**config.mk**
```make
export PLATFORM = sky130hd
export DESIGN_NAME = uart_xonxoff_ctrl
export DESIGN_NICKNAME = d
export VERILOG_FILES = /design/src/rtl/uart_xonxoff_ctrl.sv
export SDC_FILE = /design/constraint.sdc
export NUM_CORES = 1
export LEC_CHECK = 0
export ABC_AREA = 1
export BUFFER_PORTS_ARGS = -buffer_cell sky130_fd_sc_hd__buf_2
export CAP_MARGIN = 10
export CELL_PAD_IN_SITES_DETAIL_PLACEMENT = 0
export CELL_PAD_IN_SITES_GLOBAL_PLACEMENT = 2
export CORE_ASPECT_RATIO = 1.5
export CORE_MARGIN = 2
export CORE_UTILIZATION = 23
export CTS_CLUSTER_SIZE = 28
export DETAILED_ROUTE_END_ITERATION = 16
export PLACE_DENSITY_LB_ADDON = 0.1
export SLEW_MARGIN = 20
export SYNTH_ARGS = -nofsm -noshare
export SYNTH_HDL_FRONTEND = slang
export SYNTH_SLANG_ARGS = --single-unit
```
**constraint.sdc**
```tcl
create_clock -name clk -period 2 [get_ports clk]
set_input_delay 0.2 -clock clk [delete_from_list [all_inputs] [get_ports clk]]
set_output_delay 0.2 -clock clk [all_outputs]
set_load 0.02 [all_outputs]
```
**src/rtl/uart_xonxoff_ctrl.sv**
```systemverilog
module uart_xonxoff_ctrl #(
  parameter int W = 8
) (
  input  logic         clk,
  input  logic         rst_n,
  input  logic [3:0]   mode,
  input  logic [W-1:0] on_a,
  input  logic [W-1:0] on_b,
  input  logic [W-1:0] off_a,
  input  logic [W-1:0] off_b,
  input  logic         rx_in_valid,
  input  logic [W-1:0] rx_in_data,
  output logic         rx_in_ready,
  output logic         rx_out_valid,
  output logic [W-1:0] rx_out_data,
  input  logic         rx_out_ready,
  input  logic         tx_in_valid,
  input  logic [W-1:0] tx_in_data,
  output logic         tx_in_ready,
  output logic         tx_out_valid,
  output logic [W-1:0] tx_out_data,
  input  logic         tx_out_ready,
  input  logic         send_on,
  input  logic         send_off,
  output logic         tx_halt
);

  wire [1:0] rxm  = mode[1:0];
  wire [1:0] txm  = mode[3:2];
  wire       pair = &mode;

  logic [3:0] mode_q;
  logic hold, hold_off;
  logic req_pend, req_off, sec_pend, sec_off;
  logic ctl_on, ctl_off, set_hold;
  logic is_on, is_off;

  wire mode_chg = mode != mode_q;
  wire hold_eff = hold & ~mode_chg;

  wire m_on1  = rx_in_data == on_a;
  wire m_on2  = rx_in_data == on_b;
  wire m_off1 = rx_in_data == off_a;
  wire m_off2 = rx_in_data == off_b;

  always_comb begin
    case (rxm)
      2'b10:   begin is_on = m_on1;         is_off = m_off1;          end
      2'b01:   begin is_on = m_on2;         is_off = m_off2;          end
      2'b11:   begin is_on = m_on1 | m_on2; is_off = m_off1 | m_off2; end
      default: begin is_on = 1'b0;          is_off = 1'b0;            end
    endcase
  end

  always_comb begin
    rx_out_valid = 1'b0;
    rx_out_data  = rx_in_data;
    rx_in_ready  = rx_out_ready;
    ctl_on       = 1'b0;
    ctl_off      = 1'b0;
    set_hold     = 1'b0;
    if (pair && hold_eff) begin
      if (hold_off ? m_off2 : m_on2) begin
        rx_in_ready = 1'b1;
        ctl_on      = ~hold_off;
        ctl_off     = hold_off;
      end else begin
        rx_out_valid = rx_in_valid;
        rx_out_data  = hold_off ? off_a : on_a;
        rx_in_ready  = 1'b0;
      end
    end else if (pair && (m_on1 || m_off1)) begin
      rx_in_ready = 1'b1;
      set_hold    = 1'b1;
    end else if (!pair && (is_on || is_off)) begin
      rx_in_ready = 1'b1;
      ctl_on      = is_on & ~is_off;
      ctl_off     = is_off;
    end else begin
      rx_out_valid = rx_in_valid;
    end
  end

  wire rx_fire = rx_in_valid & rx_in_ready;

  always_ff @(posedge clk or negedge rst_n) begin
    if (!rst_n) begin
      mode_q   <= '0;
      hold     <= 1'b0;
      hold_off <= 1'b0;
      tx_halt  <= 1'b0;
    end else begin
      mode_q <= mode;
      if (mode_chg) hold <= 1'b0;
      else if (rx_fire && set_hold) begin
        hold     <= 1'b1;
        hold_off <= m_off1;
      end else if (hold_eff && rx_fire) hold <= 1'b0;
      else if (hold_eff && rx_out_valid && rx_out_ready) hold <= 1'b0;
      if (rxm == 2'b00) tx_halt <= 1'b0;
      else if (rx_fire && ctl_off) tx_halt <= 1'b1;
      else if (rx_fire && ctl_on) tx_halt <= 1'b0;
    end
  end

  wire req_any = (send_on | send_off) & (txm != 2'b00);

  always_comb begin
    if (sec_pend) begin
      tx_out_valid = 1'b1;
      tx_out_data  = sec_off ? off_b : on_b;
      tx_in_ready  = 1'b0;
    end else if (req_pend) begin
      tx_out_valid = 1'b1;
      if (txm == 2'b01) tx_out_data = req_off ? off_b : on_b;
      else              tx_out_data = req_off ? off_a : on_a;
      tx_in_ready  = 1'b0;
    end else begin
      tx_out_valid = tx_in_valid & ~tx_halt;
      tx_out_data  = tx_in_data;
      tx_in_ready  = tx_out_ready & ~tx_halt;
    end
  end

  wire tx_acc = tx_out_valid & tx_out_ready;

  always_ff @(posedge clk or negedge rst_n) begin
    if (!rst_n) begin
      req_pend <= 1'b0;
      req_off  <= 1'b0;
      sec_pend <= 1'b0;
      sec_off  <= 1'b0;
    end else begin
      if (sec_pend && tx_acc) sec_pend <= 1'b0;
      else if (!sec_pend && req_pend && tx_acc && txm == 2'b11) begin
        sec_pend <= 1'b1;
        sec_off  <= req_off;
      end
      if (req_any) begin
        req_pend <= 1'b1;
        req_off  <= send_off;
      end else if (!sec_pend && req_pend && tx_acc) req_pend <= 1'b0;
    end
  end

  assert_tx_data_blocked_R8: assert property (@(posedge clk) disable iff (!rst_n)
    tx_halt |-> !(tx_in_valid && tx_in_ready));

  assert_pair_back_to_back_R10: assert property (@(posedge clk) disable iff (!rst_n)
    sec_pend |-> (tx_out_valid && !tx_in_ready));

  assert_pair_held_R10: assert property (@(posedge clk) disable iff (!rst_n)
    (sec_pend && !tx_out_ready) |=> sec_pend);

  assert_ctrl_consumed_R3: assert property (@(posedge clk) disable iff (!rst_n)
    (mode[1:0] == 2'b10 && mode[3:2] != 2'b11 && rx_in_valid && rx_in_data == off_a)
      |-> (!rx_out_valid && rx_in_ready));

  assert_halt_source_R3: assert property (@(posedge clk) disable iff (!rst_n)
    $rose(tx_halt) |-> $past(rx_in_valid && rx_in_ready));

endmodule

```
==> results list, run 1 <==
- Vias in the first global route: 2315
- Data arrives at the worst endpoint at 1.82 ns.
- Count of flip-flops with a built-in enable after synthesis: 0
- The die is 78.0 um wide.
* Number of optimization iterations in the first detailed-route pass: 4
- The clock reaches the later pin of the worst-skew pair after 0.24 ns.
- The first global-routing pass estimated 11.7 mm of wire.
- The floorplan has 40 rows.
* Total Wirelength: 7.27 mm
- Number of buffers inserted during clock tree synthesis: 3
- Run status: complete, but fails checks
- The count of final hold-check violations is 0.
* Worst Path Required: 1.80 ns
- The tree is rooted in a sky130_fd_sc_hd__clkbuf_16.
* Violation count after the first detailed-route iteration: 47
- Cell depth of the worst flop-to-flop path: 11
* Port Buffers: 80
- Number of slew-limit violations in the final report: 0
* Post-synthesis net count: 380
* Initial antenna violation count: 0
* Worst slew slack as a fraction of its limit: 64.7%
- HPWL after DPL: 6.03 mm
* Maximum fanout along the worst path: 8
* Kind of critical path: register to output pin
- Number of top-level pins: 81
- Crit. path cell count: 9
- Counting both buffers and inverters, the worst setup path holds a total of 2.
* Area inside the core boundary: 8010 um^2
- Measured on the finished design, the core utilization comes to 32.1%.
* Htree depth: 1
- Largest net degree at the start of global routing: 17
* Total number of nets in the final design: 468
- Startpoint Class: register
- For this run, the register share of the synthesized area comes to 14.6%.
- Die Area: 8980 um^2
- Placer congestion estimate: 0.795
- On the worst path, the slowest cell contributes a delay of 0.36 ns.
- Between clock sinks in the finished design, the worst skew comes to 0.00208 ns.
- Antenna diode count: 0
- The detail route stage leaves a number of antenna-violating nets equal to 0.
* Final-layout worst hold slack: 0.147 ns
- For this design the static power due to leakage is 1.33 nW.
- Once routing completed, OpenROAD measured the worst setup slack at -0.0185 ns.
* Number of warnings printed during yosys synthesis: 0
- Yosys mapped the design onto 36 distinct sky130hd cell types.
- Area grow syn2layout: 35.9%
- The detailed router placed 2281 vias in this run.
* Mapped cell area: 1890 um^2
- In the final routed layout, each cell accounts on average for 14.2 um.
* Hold Path Depth: 1
- Finish-stage setup viols: 5
- At the pin with the least slew margin, the transition time is 0.530 ns.
- The post-route netlist has 31.7% of its cells at a drive strength greater than 1.
* TritonCTS clock tree: done
- The final reports fail on setup timing.
* Post-Syn Area per Cell: 5.91 um^2
* Max-cap check violation count: 0
* Fraction of registers with async set or reset after synthesis: 100%
- Cell-by-cell trace of the critical path: xor2_1 -> nor2_1 -> nand2_2 -> nor3_4 -> nand3_4 -> inv_6 -> o211ai_4 -> o21ai_2 -> buf_2
* Vertical extent of the die: 115 um
- Subtracting the final worst setup slack from the clock period gives 2.02 ns.
- Clk slew on worst S/H paths: 0.04 ns
* Per-cell via count in the routed design: 4.46
- Slowest cell on the critical path: sky130_fd_sc_hd__dfrtp_1
- In the routed design, unresolved DRC markers number 0.
- Highest ir drop seen on vdd: 0.538 mV
- Worst hold path class: input port to register
- Grouping stages by cell kind, the critical path spends the most delay in simple AND/OR/NAND/NOR gates.
* Setup repair after global routing missed its margin: true
- Initial core utilization: 23.6%
* FMAX: 495 MHz
- Total global routing overflow: 0
- GRT Resource Usage Total: 16.6%
- Dividing total power by cell area gives a power density of 466 nW/um^2.
- Fin crit share: 101%
- Synth Register Bits: 11
- Most frequently used flop master after synthesis: sky130_fd_sc_hd__dfrtp_1
- Clock tree buffer depth: 2
- Counting every sink on the clock net gives 11.
* Cell count after synthesis: 320
- STA classifies the critical path endpoint as an output pin.
## worst register-to-register path, stage by stage (launching register included)
cell                      delay, ns
sky130_fd_sc_hd__dfrtp_1       0.36
sky130_fd_sc_hd__xor2_1        0.13
sky130_fd_sc_hd__nor2_1        0.17
sky130_fd_sc_hd__nand2_2       0.10
sky130_fd_sc_hd__buf_4         0.16
sky130_fd_sc_hd__nor2_2        0.11
sky130_fd_sc_hd__nand2_2       0.11
sky130_fd_sc_hd__nand3_2       0.11
sky130_fd_sc_hd__nor2_4        0.06
sky130_fd_sc_hd__nor3_4        0.13
sky130_fd_sc_hd__nand2_1       0.09
sky130_fd_sc_hd__a21oi_2       0.14
## placed cells by master (no fill, tap or decap), drive strengths merged, types with 2 or more instances in the layout
cell type / count
inv: 41
o211ai: 8
buf: 94
a22oi: 2
nor3: 3
clkbuf: 4
xor2: 4
nand4: 3
a21oi: 12
o21ai: 38
dfrtp: 11
o32ai: 4
clkinv: 2
xnor2: 17
nand2: 104
nand3: 19
nor2: 35
## state kept, by name, summed over array words and instances (netlist names)
name	flops
sec_pend	1
sec_off	1
mode_q	4
req_pend	1
tx_halt	1
hold	1
req_off	1
hold_off	1
## kinds of logic (layout without fill, tap and decap cells)
family,after synthesis,count (layout),synth area share (%)
AND/OR/NAND/NOR,166,166,39.2
AO/OA/AOI/OAI,67,67,22.2
buffers and inverters,55,142,13.5
XOR/XNOR,21,21,10.5
flip-flops,11,11,14.6
## layer usage
metal / GRT usage (%) / vias up / share of wire, % / routed length (um)
met5: 0 / - / 0 / 0
li1: - / 1208 / - / -
met4: 2.22 / 0 / 0.40 / 29
met3: 0.863 / 4 / 2.8 / 205
met2: 34.1 / 46 / 57 / 4170
met1: 19.0 / 1023 / 39 / 2870
## Yosys cell counts, drive strengths merged (2+ instances only)
cell    number  share of area (%)
a21oi       12                3.4
a22oi        2               0.79
buf          7                3.7
clkbuf       6                1.2
clkinv       2               0.40
dfrtp       11                 15
inv         40                8.2
nand2      104                 21
nand3       19                6.1
nand4        3               0.99
nor2        35                8.3
nor3         3                1.7
o211ai       8                4.6
o21ai       38                 10
o32ai        4                1.9
xnor2       17                8.7
xor2         4                1.9
## path summary, 6_finish.rpt
check | start | slack (ns) | endpoint
max in group asynchronous | rst_n | 1.42 | hold_off
max reg2reg | mode_q[3] | 0.25 | tx_halt
min reg2reg | tx_halt | 0.62 | tx_halt
min in group asynchronous | rst_n | 0.37 | req_off
max | mode_q[3] | -0.02 | rx_out_data[5]
min | mode[2] | 0.15 | mode_q[2]
## metrics by stage
step / cell area (um^2) / power, mW / setup slack [ns] / TNS, ns / cells
global placement: 2420 / 0.843 / 0.145 / 0 / 504
global route: 2570 / 1.29 / -0.108 / -0.966 / 512
detailed placement: 2420 / 0.840 / 0.161 / 0 / 504
floorplan: 1890 / 0.592 / 0.249 / 0 / 320
CTS: 2560 / 1.21 / -0.0357 / -0.242 / 512
finish: 2570 / 1.20 / -0.0185 / -0.0528 / 512
## where the power goes
part | internal, mW | switching (mW)
clock | 0.267 | 0.0941
sequential | 0.239 | 0.0372
combinational | 0.221 | 0.338
total | 0.727 | 0.469
## timing repair
item | 4_1_cts | 5_1_grt
hold endpoints to repair | 11 | 0
hold buffers | 1 | 0
buffers inserted | 2 | 0
gates resized for setup | 10 | 6
pin swaps | 2 | 0
setup endpoints to repair | 8 | 11
gates cloned | 1 | 0
## area by class of cell
| class | instances | area (um^2) |
|---|---|---|
| clock buffers | 4 | 78.8 |
| repair inverters | 1 | 8.76 |
| well taps | 105 | 131 |
| repair buffers | 95 | 534 |
| fillers | 952 | 5440 |
| inverters | 42 | 165 |
| multi-input cells | 254 | 1380 |
| flip-flops and latches | 11 | 275 |
No activity file was read; power rests on OpenSTA's default activity.
==> inputs of run 2 (changes only) <==
--- a/config.mk
+++ b/config.mk
@@ -5,14 +5,13 @@
 export SDC_FILE = /design/constraint.sdc
 export NUM_CORES = 1
 export LEC_CHECK = 0
-export ABC_AREA = 1
 export BUFFER_PORTS_ARGS = -buffer_cell sky130_fd_sc_hd__buf_2
 export CAP_MARGIN = 10
 export CELL_PAD_IN_SITES_DETAIL_PLACEMENT = 0
 export CELL_PAD_IN_SITES_GLOBAL_PLACEMENT = 2
 export CORE_ASPECT_RATIO = 1.5
 export CORE_MARGIN = 2
-export CORE_UTILIZATION = 23
+export CORE_UTILIZATION = 26
 export CTS_CLUSTER_SIZE = 28
 export DETAILED_ROUTE_END_ITERATION = 16
 export PLACE_DENSITY_LB_ADDON = 0.1
==> run 2 against run 1 <==
Highest routed layer unchanged. Non-clock buffer count grew 8. Routed wire length down 23%. Final cell count shrank 31%. The run still ends with setup timing left. Setup slack worse by 0.12 ns. Clock power down 39%.
==> results list, run 2 <==
* Failing checks: setup timing
* Setup crit end: rx_out_data[3]
- X dimension of the die: 69.5 um (-11%)
- Most common cell after layout, fill and taps aside: sky130_fd_sc_hd__buf_2
- Floorplan row count: 35 (-13%)
- The smallest hold slack was 0.101 ns (-0.0457 ns).
- Latest clock arrival within the worst-skew pair: 0.24 ns (about the same)
- Among all cell types in the netlist, the one instantiated most often is sky130_fd_sc_hd__xor2_1.
- The complex-gate fraction of the synthesized area came to 16.5% (-5.8 points).
- Placer congestion estimate: 0.765 (-3.7%)
* Vertical extent of the die: 102 um (-11%)
- The total number of clock tree sinks is 11 (unchanged).
- The cell leakage power is 1.18 nW (-12%).
- The total die area came to 7100 um^2 (-21%).
- The detailed-router iteration count before antenna repair is 4 (unchanged).
- Fraction of registers with async set or reset after synthesis: 100% (unchanged)
- The clock transition at the registers of the reported paths was 0.05 ns (about the same).
* Simple-gate area share of the yosys netlist: 19.5% (-20 points)
- The slack of the worst reg-to-reg path came to 0.07 ns (-0.18 ns).
- Most frequently used flop master after synthesis: sky130_fd_sc_hd__dfrtp_1
- The post-layout worst setup margin came to -0.136 ns (-0.117 ns).
* Launching element of the worst setup path: mode_q[3]
- The number of nets with antenna violations after detailed routing came to 0 (unchanged).
- Antenna diode count: 0 (unchanged)
* Share of cells above drive strength 1: 49.1% (+17 points)
* Area inside the core boundary: 6170 um^2 (-23%)
* FMAX: 468 MHz (-5.5%)
* Kind of critical path: register to output pin
- The global routing usage summed across all routing layers is 15.7% (-0.91 points).
- Post-synth top area cell: sky130_fd_sc_hd__xor2_1
- Number of buffers inserted during clock tree synthesis: 3 (unchanged)
- Time the final worst path needs with I/O delays and setup: 2.14 ns (+0.117 ns)
- Worst Path Required: 1.80 ns (about the same)
- Total global routing overflow: 0 (unchanged)
- Vias in the first global route: 1808 (-22%)
* Total Wirelength: 5.57 mm (-23%)
* Setup repair after global routing missed its margin: true
- Final TNS setup: -1.19 ns (-1.13 ns)
* TritonCTS clock tree: done
* Synth top area cells: sky130_fd_sc_hd__xor2_1, sky130_fd_sc_hd__dfrtp_1, sky130_fd_sc_hd__mux4_2
- The top cell types in the final layout, fill and taps aside, are sky130_fd_sc_hd__buf_2, sky130_fd_sc_hd__xor2_1, sky130_fd_sc_hd__buf_4.
* Htree depth: 1 (unchanged)
* Reg-to-reg endpoint: hold
- The count of endpoints failing setup in the final report is 10 (+5).
- Port Buffers: 80 (unchanged)
- Number of slew-limit violations in the final report: 0 (unchanged)
* Largest family of logic cells by synthesized area: multiplexers
* Worst slew slack as a fraction of its limit: 62.7% (-1.9 points)
- Least-Margin Pin Slew: 0.559 ns (+0.0287 ns)
- Area grow syn2layout: 46.1%
- The maximum number of pins on one net before global-route repair was 23 (+6).
- The post-synthesis instance total came to 192 (-40%).
* Synthesized-area fraction occupied by xor and xnor cells: 18.9% (+8.3 points)
- The largest driver fanout on the critical path came to 22 (+14).
* Share of cell area taken by muxes after synthesis: 21.0% (+21 points)
* Startpoint Class: register
- The synthesized net count was 252 (-34%).
- Fin crit share: 107% (+5.9 points)
* Number of warnings printed during yosys synthesis: 0 (unchanged)
- Post-placement setup slack: -0.0467 ns (-0.208 ns)
- Sequential-to-total area share from yosys stat: 16.5% (+1.9 points)
- Area share of the leading cell type in the synthesized netlist: 18.9% (-0.60 points)
* Worst hold path class: input port to register
- Total via count after detailed routing: 1750 (-23%)
- The worst reg-to-reg path cell count was 7 (-4).
- Clock tree buffer depth: 2 (unchanged)
- The register with the most flip-flops in the final layout is mode_q.
* Highest ir drop seen on vdd: 0.392 mV (-27%)
- Ranked by instance count, the synthesized netlist is headed by sky130_fd_sc_hd__xor2_1, sky130_fd_sc_hd__nand2_1, sky130_fd_sc_hd__mux2i_1, sky130_fd_sc_hd__o21ai_0, sky130_fd_sc_hd__dfrtp_1.
- The initial DRC count was 40 (-15%).
* Category of the worst setup path capture point: output pin
- Per-cell via count in the routed design: 4.93 (+11%)
- The post-synthesis register bit count is 11 (unchanged).
* Count of flip-flops with a built-in enable after synthesis: 0 (unchanged)
* Critical register-to-register path startpoint: mode_q[3]
- The final cell utilization of the core came to 39.6% (+7.5 points).
- Max-cap check violation count: 0 (unchanged)
- The cell area after technology mapping came to 1670 um^2 (-12%).
* Number of top-level pins: 81 (unchanged)
- The area of all placed cells without fillers was 2440 um^2 (-5.0%).
- Final hold vios: 0 (unchanged)
- The routed wire length per instance is 15.7 um (+10%).
* Power density over cell area: 435 nW/um^2 (-6.5%)
* Cell Area, Placed: 2230 um^2 (-7.8%)
- The count of cell types in the netlist was 37 (+2.8%).
- Wire length of the first global-routing pass: 8.82 mm (-25%)
- The tree is rooted in a sky130_fd_sc_hd__clkbuf_8.
- Run status: complete, but fails checks
- Total number of nets in the final design: 342 (-27%)
- Initial core utilization: 27.1% (+3.5 points)
- Arrival time at the worst endpoint: 1.94 ns (+0.12 ns)
- Initial antenna violation count: 0 (unchanged)
- The area share of fa/ha/maj cells after synthesis is 0% (unchanged).
- The clock skew came to 0.00451 ns (+0.00243 ns).
* Flip-flop count of the largest register after layout: 4 (unchanged)
- Post-Syn Area per Cell: 8.71 um^2 (+47%)
- DRC Markers: 0 (unchanged)
- The half-perimeter wire length of the detailed placement result is 4.58 mm (-24%).
[run 2: cell count changes after synthesis, sizes merged, moves of 17 or more]
cell and change:
nand2 -82, mux2i +17, inv -36, o21ai -25, xor2 +32, xnor2 -17, nor2 -32
[run 2: where the power goes]
| part | internal, mW | switching, mW |
|---|---|---|
| sequential | 0.241 | 0.0396 |
| clock | 0.140 | 0.0817 |
| combinational | 0.272 | 0.288 |
| total | 0.653 | 0.410 |
[run 2: how the worst min path moves through the flow]
stage / cells past startpoint / startpoint / to
2_1_floorplan: 0 / rst_n / hold
3_3_place_gp: 1 / rst_n / mode_q[3]
3_5_place_dp: 1 / rst_n / mode_q[3]
4_1_cts: 1 / mode[3] / mode_q[3]
5_1_grt: 1 / mode[3] / mode_q[3]
6_report: 1 / mode[3] / mode_q[3]
[run 2: metal layers]
| metal | wire, um | global-route usage, % | vias to the layer above | part of all wire, % |
|---|---|---|---|---|
| li1 | - | - | 881 | - |
| met2 | 3100 | 32.0 | 45 | 56 |
| met1 | 2150 | 16.8 | 817 | 39 |
| met3 | 229 | 1.97 | 7 | 4.1 |
| met4 | 89 | 4.07 | 0 | 1.6 |
| met5 | 0 | 0 | - | 0 |
[run 2: critical path: stages, from the launching register on]
cell                       delay, ns
sky130_fd_sc_hd__dfrtp_1        0.37
sky130_fd_sc_hd__xor2_1         0.15
sky130_fd_sc_hd__nor4_2         0.33
sky130_fd_sc_hd__and3_4         0.28
sky130_fd_sc_hd__o211ai_4       0.08
sky130_fd_sc_hd__buf_12         0.17
sky130_fd_sc_hd__o21ai_2        0.16
sky130_fd_sc_hd__buf_6          0.14
[run 2: layout make-up]
class                           count  area, um^2
Multi-Input combinational cell    159        1350
Clock buffer                        4        45.0
Inverter                            4        15.0
Timing Repair Buffer              103         666
Sequential cell                    11         277
Fill cell                         699        3730
Tap cell                           74        92.6
[run 2: logic make-up (layout without fill, tap and decap cells)]
kind of cell	count (synthesis)	in the layout
AND/OR/NAND/NOR	57	57
AO/OA/AOI/OAI	41	41
XOR/XNOR	36	36
multiplexers	25	25
buffers and inverters	22	111
flip-flops	11	11
[run 2: stage by stage]
step | power, mW | instances
floorplan | 0.602 | 192
global placement | 0.811 | 347
detailed placement | 0.808 | 347
CTS | 1.05 | 354
global route | 1.14 | 355
finish | 1.06 | 355
[run 2: what timing repair did]
item,4_1_cts,5_1_grt
pin swaps,2,5
gates resized for setup,25,17
hold buffers,1,0
endpoints found under the setup margin,16,14
endpoints found under the hold margin,11,0
buffers inserted,2,1
==> inputs of run 3 (changes only) <==
--- a/config.mk
+++ b/config.mk
@@ -14,6 +14,7 @@
 export CORE_UTILIZATION = 26
 export CTS_CLUSTER_SIZE = 28
 export DETAILED_ROUTE_END_ITERATION = 16
+export HOLD_SLACK_MARGIN = 0.15
 export PLACE_DENSITY_LB_ADDON = 0.1
 export SLEW_MARGIN = 20
 export SYNTH_ARGS = -nofsm -noshare
==> run 3 against run 2 <==
The run still ends with setup timing left. Clock power hardly changed. Combinational power hardly changed. Via count is 0.11% lower. Non-clock buffer count is 1 higher. Setup slack hardly changed. Largest power group unchanged.
==> results list, run 3 (same netlist as run 2, synthesis figures left out) <==
* X dimension of the die: 69.5 um (unchanged)
- GRT Resource Usage Total: 15.8% (+0.062 points)
* Flip-flop count of the largest register after layout: 4 (unchanged)
- The average via count per standard cell was 4.91 (-0.39%).
- Largest net degree at the start of global routing: 23 (unchanged)
- Startpoint Class: register
- Placer congestion estimate: 0.765 (unchanged)
* Kind of critical path: register to output pin
* Total via count after detailed routing: 1748 (-0.11%)
- Number of buffers inserted during clock tree synthesis: 3 (unchanged)
- Reg-to-reg endpoint: hold
* Clk slew on worst S/H paths: 0.05 ns (about the same)
- The share of the clock period used by the worst path came to 107% (about the same).
- The final critical-path required period was 2.14 ns (+0.000222 ns).
- The area growth from synthesis to layout is 46.7%.
* Number of slew-limit violations in the final report: 0 (unchanged)
* Initial antenna violation count: 0 (unchanged)
- Largest Register: mode_q
- Setup repair after global routing could not meet its margin everywhere.
* Least-Margin Pin Slew: 0.559 ns (-0.000186 ns)
- The tree is rooted in a sky130_fd_sc_hd__clkbuf_8.
- The post-layout worst setup margin was -0.136 ns (-0.000222 ns).
- The smallest hold slack is 0.156 ns (+0.0547 ns).
- The maximum resistive drop on vdd is 0.392 mV (about the same).
- Failing checks: setup timing
* Die Area: 7100 um^2 (unchanged)
* Antenna diode count: 0 (unchanged)
- Number of clock sinks: 11 (unchanged)
* Endpoint with the worst hold slack: mode_q[0]
- Max-cap check violation count: 0 (unchanged)
- Startpoint of the tightest hold check path: mode[0]
- The wire length of the first global-routing pass came to 8.86 mm (+0.46%).
- Total number of nets in the final design: 343 (+0.29%)
* Finish-stage setup viols: 10 (unchanged)
- The vertical die dimension came to 102 um (unchanged).
- Area inside the core boundary: 6170 um^2 (unchanged)
- The flow ran to the end, but the final reports show violations.
- The achievable clock frequency is 468 MHz (about the same).
- The half-perimeter wire length of the detailed placement result came to 4.58 mm (unchanged).
- The worst setup slack after placement was -0.0467 ns (unchanged).
- Leakage power of the design: 1.18 nW (+0.36%)
- The area of all placed cells without fillers came to 2450 um^2 (+0.41%).
- The share of cells above drive strength 1 was 48.9% (-0.17 points).
- The number of nets with antenna violations after detailed routing is 0 (unchanged).
* Hold Path Depth: 1 (unchanged)
- Total global routing overflow: 0 (unchanged)
* Number of top-level pins: 81 (unchanged)
- Final hold vios: 0 (unchanged)
- The library cell used most frequently in the layout, excluding fill and tap cells, is sky130_fd_sc_hd__buf_2.
* Core utilization of the finished layout: 39.7% (+0.16 points)
* Critical register-to-register path startpoint: mode_q[3]
- Vias in the first global route: 1814 (+0.33%)
- The slack of the worst reg-to-reg path came to 0.07 ns (about the same).
- DRC Markers: 0 (unchanged)
* Category of the worst setup path capture point: output pin
- Htree depth: 1 (unchanged)
- The cell area power density was 434 nW/um^2 (-0.26%).
- Post-route clock skew: 0.00464 ns (+0.000131 ns)
- Violation count after the first detailed-route iteration: 34 (-15%)
* Arrival time at the worst endpoint: 1.94 ns (about the same)
- Leaving out fill and tap cells, the most frequent cells in the layout are sky130_fd_sc_hd__buf_2, sky130_fd_sc_hd__xor2_1, sky130_fd_sc_hd__buf_4.
- Floorplan row count: 35 (unchanged)
* TritonCTS clock tree: done
* Total Wirelength: 5.59 mm (+0.34%)
- The number of buffer cells added on primary ports came to 80 (unchanged).
- Maximum fanout along the worst path: 22 (unchanged)
- The routed wire length per instance was 15.7 um (about the same).
- The instance area after placement is 2230 um^2 (unchanged).
* Worst slew slack as a fraction of its limit: 62.8% (about the same)
* Cell depth of the worst flop-to-flop path: 7 (unchanged)
* Total power: 1.06 mW (+0.15%)
- Clock tree buffer depth: 2 (unchanged)
- The min-delay analysis places its worst path in the category input port to register.
- The detailed-router iteration count before antenna repair came to 3 (-1).
* Worst Path Required: 1.80 ns (about the same)
- The initial standard-cell utilization of the core came to 27.1% (unchanged).
* Latest clock arrival within the worst-skew pair: 0.24 ns (about the same)
-- run 3: power by group --
part	switching (mW)	internal (mW)	total (mW)	leakage (nW)
registers	0.0396	0.241	0.280	0.128
clock network	0.0819	0.140	0.222	0.0228
logic	0.289	0.274	0.562	1.03
-- run 3: cell type report --
cell class	count	area [um^2]
Multi-Input combinational cell	159	1350
Tap cell	74	92.6
Timing Repair Buffer	104	676
Clock buffer	4	45.0
Fill cell	699	3720
Sequential cell	11	277
Inverter	4	15.0
-- run 3: what timing repair did --
item                                    CTS  global route
gates resized for setup                  25            17
pin swaps                                 2             5
hold buffers                              2             0
endpoints found under the setup margin   16            14
hold endpoints to repair                 12             0
buffers inserted                          2             1
-- run 3: worst max-delay path by stage --
stage / startpoint / end / slack, ns / depth (start not counted)
CTS: mode_q[0] / rx_out_data[0] / -0.11 / 7
global route: mode_q[3] / rx_out_data[6] / -0.24 / 8
floorplan: mode_q[3] / rx_out_data[0] / -0.04 / 6
detailed placement: rx_in_data[3] / rx_out_data[0] / -0.05 / 9
finish: mode_q[3] / rx_out_data[3] / -0.14 / 7
global placement: mode_q[3] / rx_out_data[0] / -0.01 / 7
-- run 3: metal layers --
metal,part of all wire [%],wire [um],vias to the layer above,track usage (%)
met4,1.6,89,0,4.07
li1,-,-,882,-
met3,3.9,220,7,1.97
met2,56,3110,45,32.2
met1,39,2170,814,16.9
met5,0,0,-,0
-- run 3: stage by stage --
step | instances | setup TNS [ns]
finish | 356 | -1.19
global route | 356 | -2.31
floorplan | 192 | -0.352
global placement | 347 | -0.00969
detailed placement | 347 | -0.0505
CTS | 355 | -0.880
-- run 3: critical path, cell delays in order, from the launching register on --
cell	delay [ns]
sky130_fd_sc_hd__dfrtp_1	0.37
sky130_fd_sc_hd__xor2_1	0.15
sky130_fd_sc_hd__nor4_2	0.33
sky130_fd_sc_hd__and3_4	0.28
sky130_fd_sc_hd__o211ai_4	0.08
sky130_fd_sc_hd__buf_12	0.17
sky130_fd_sc_hd__o21ai_2	0.16
sky130_fd_sc_hd__buf_6	0.14
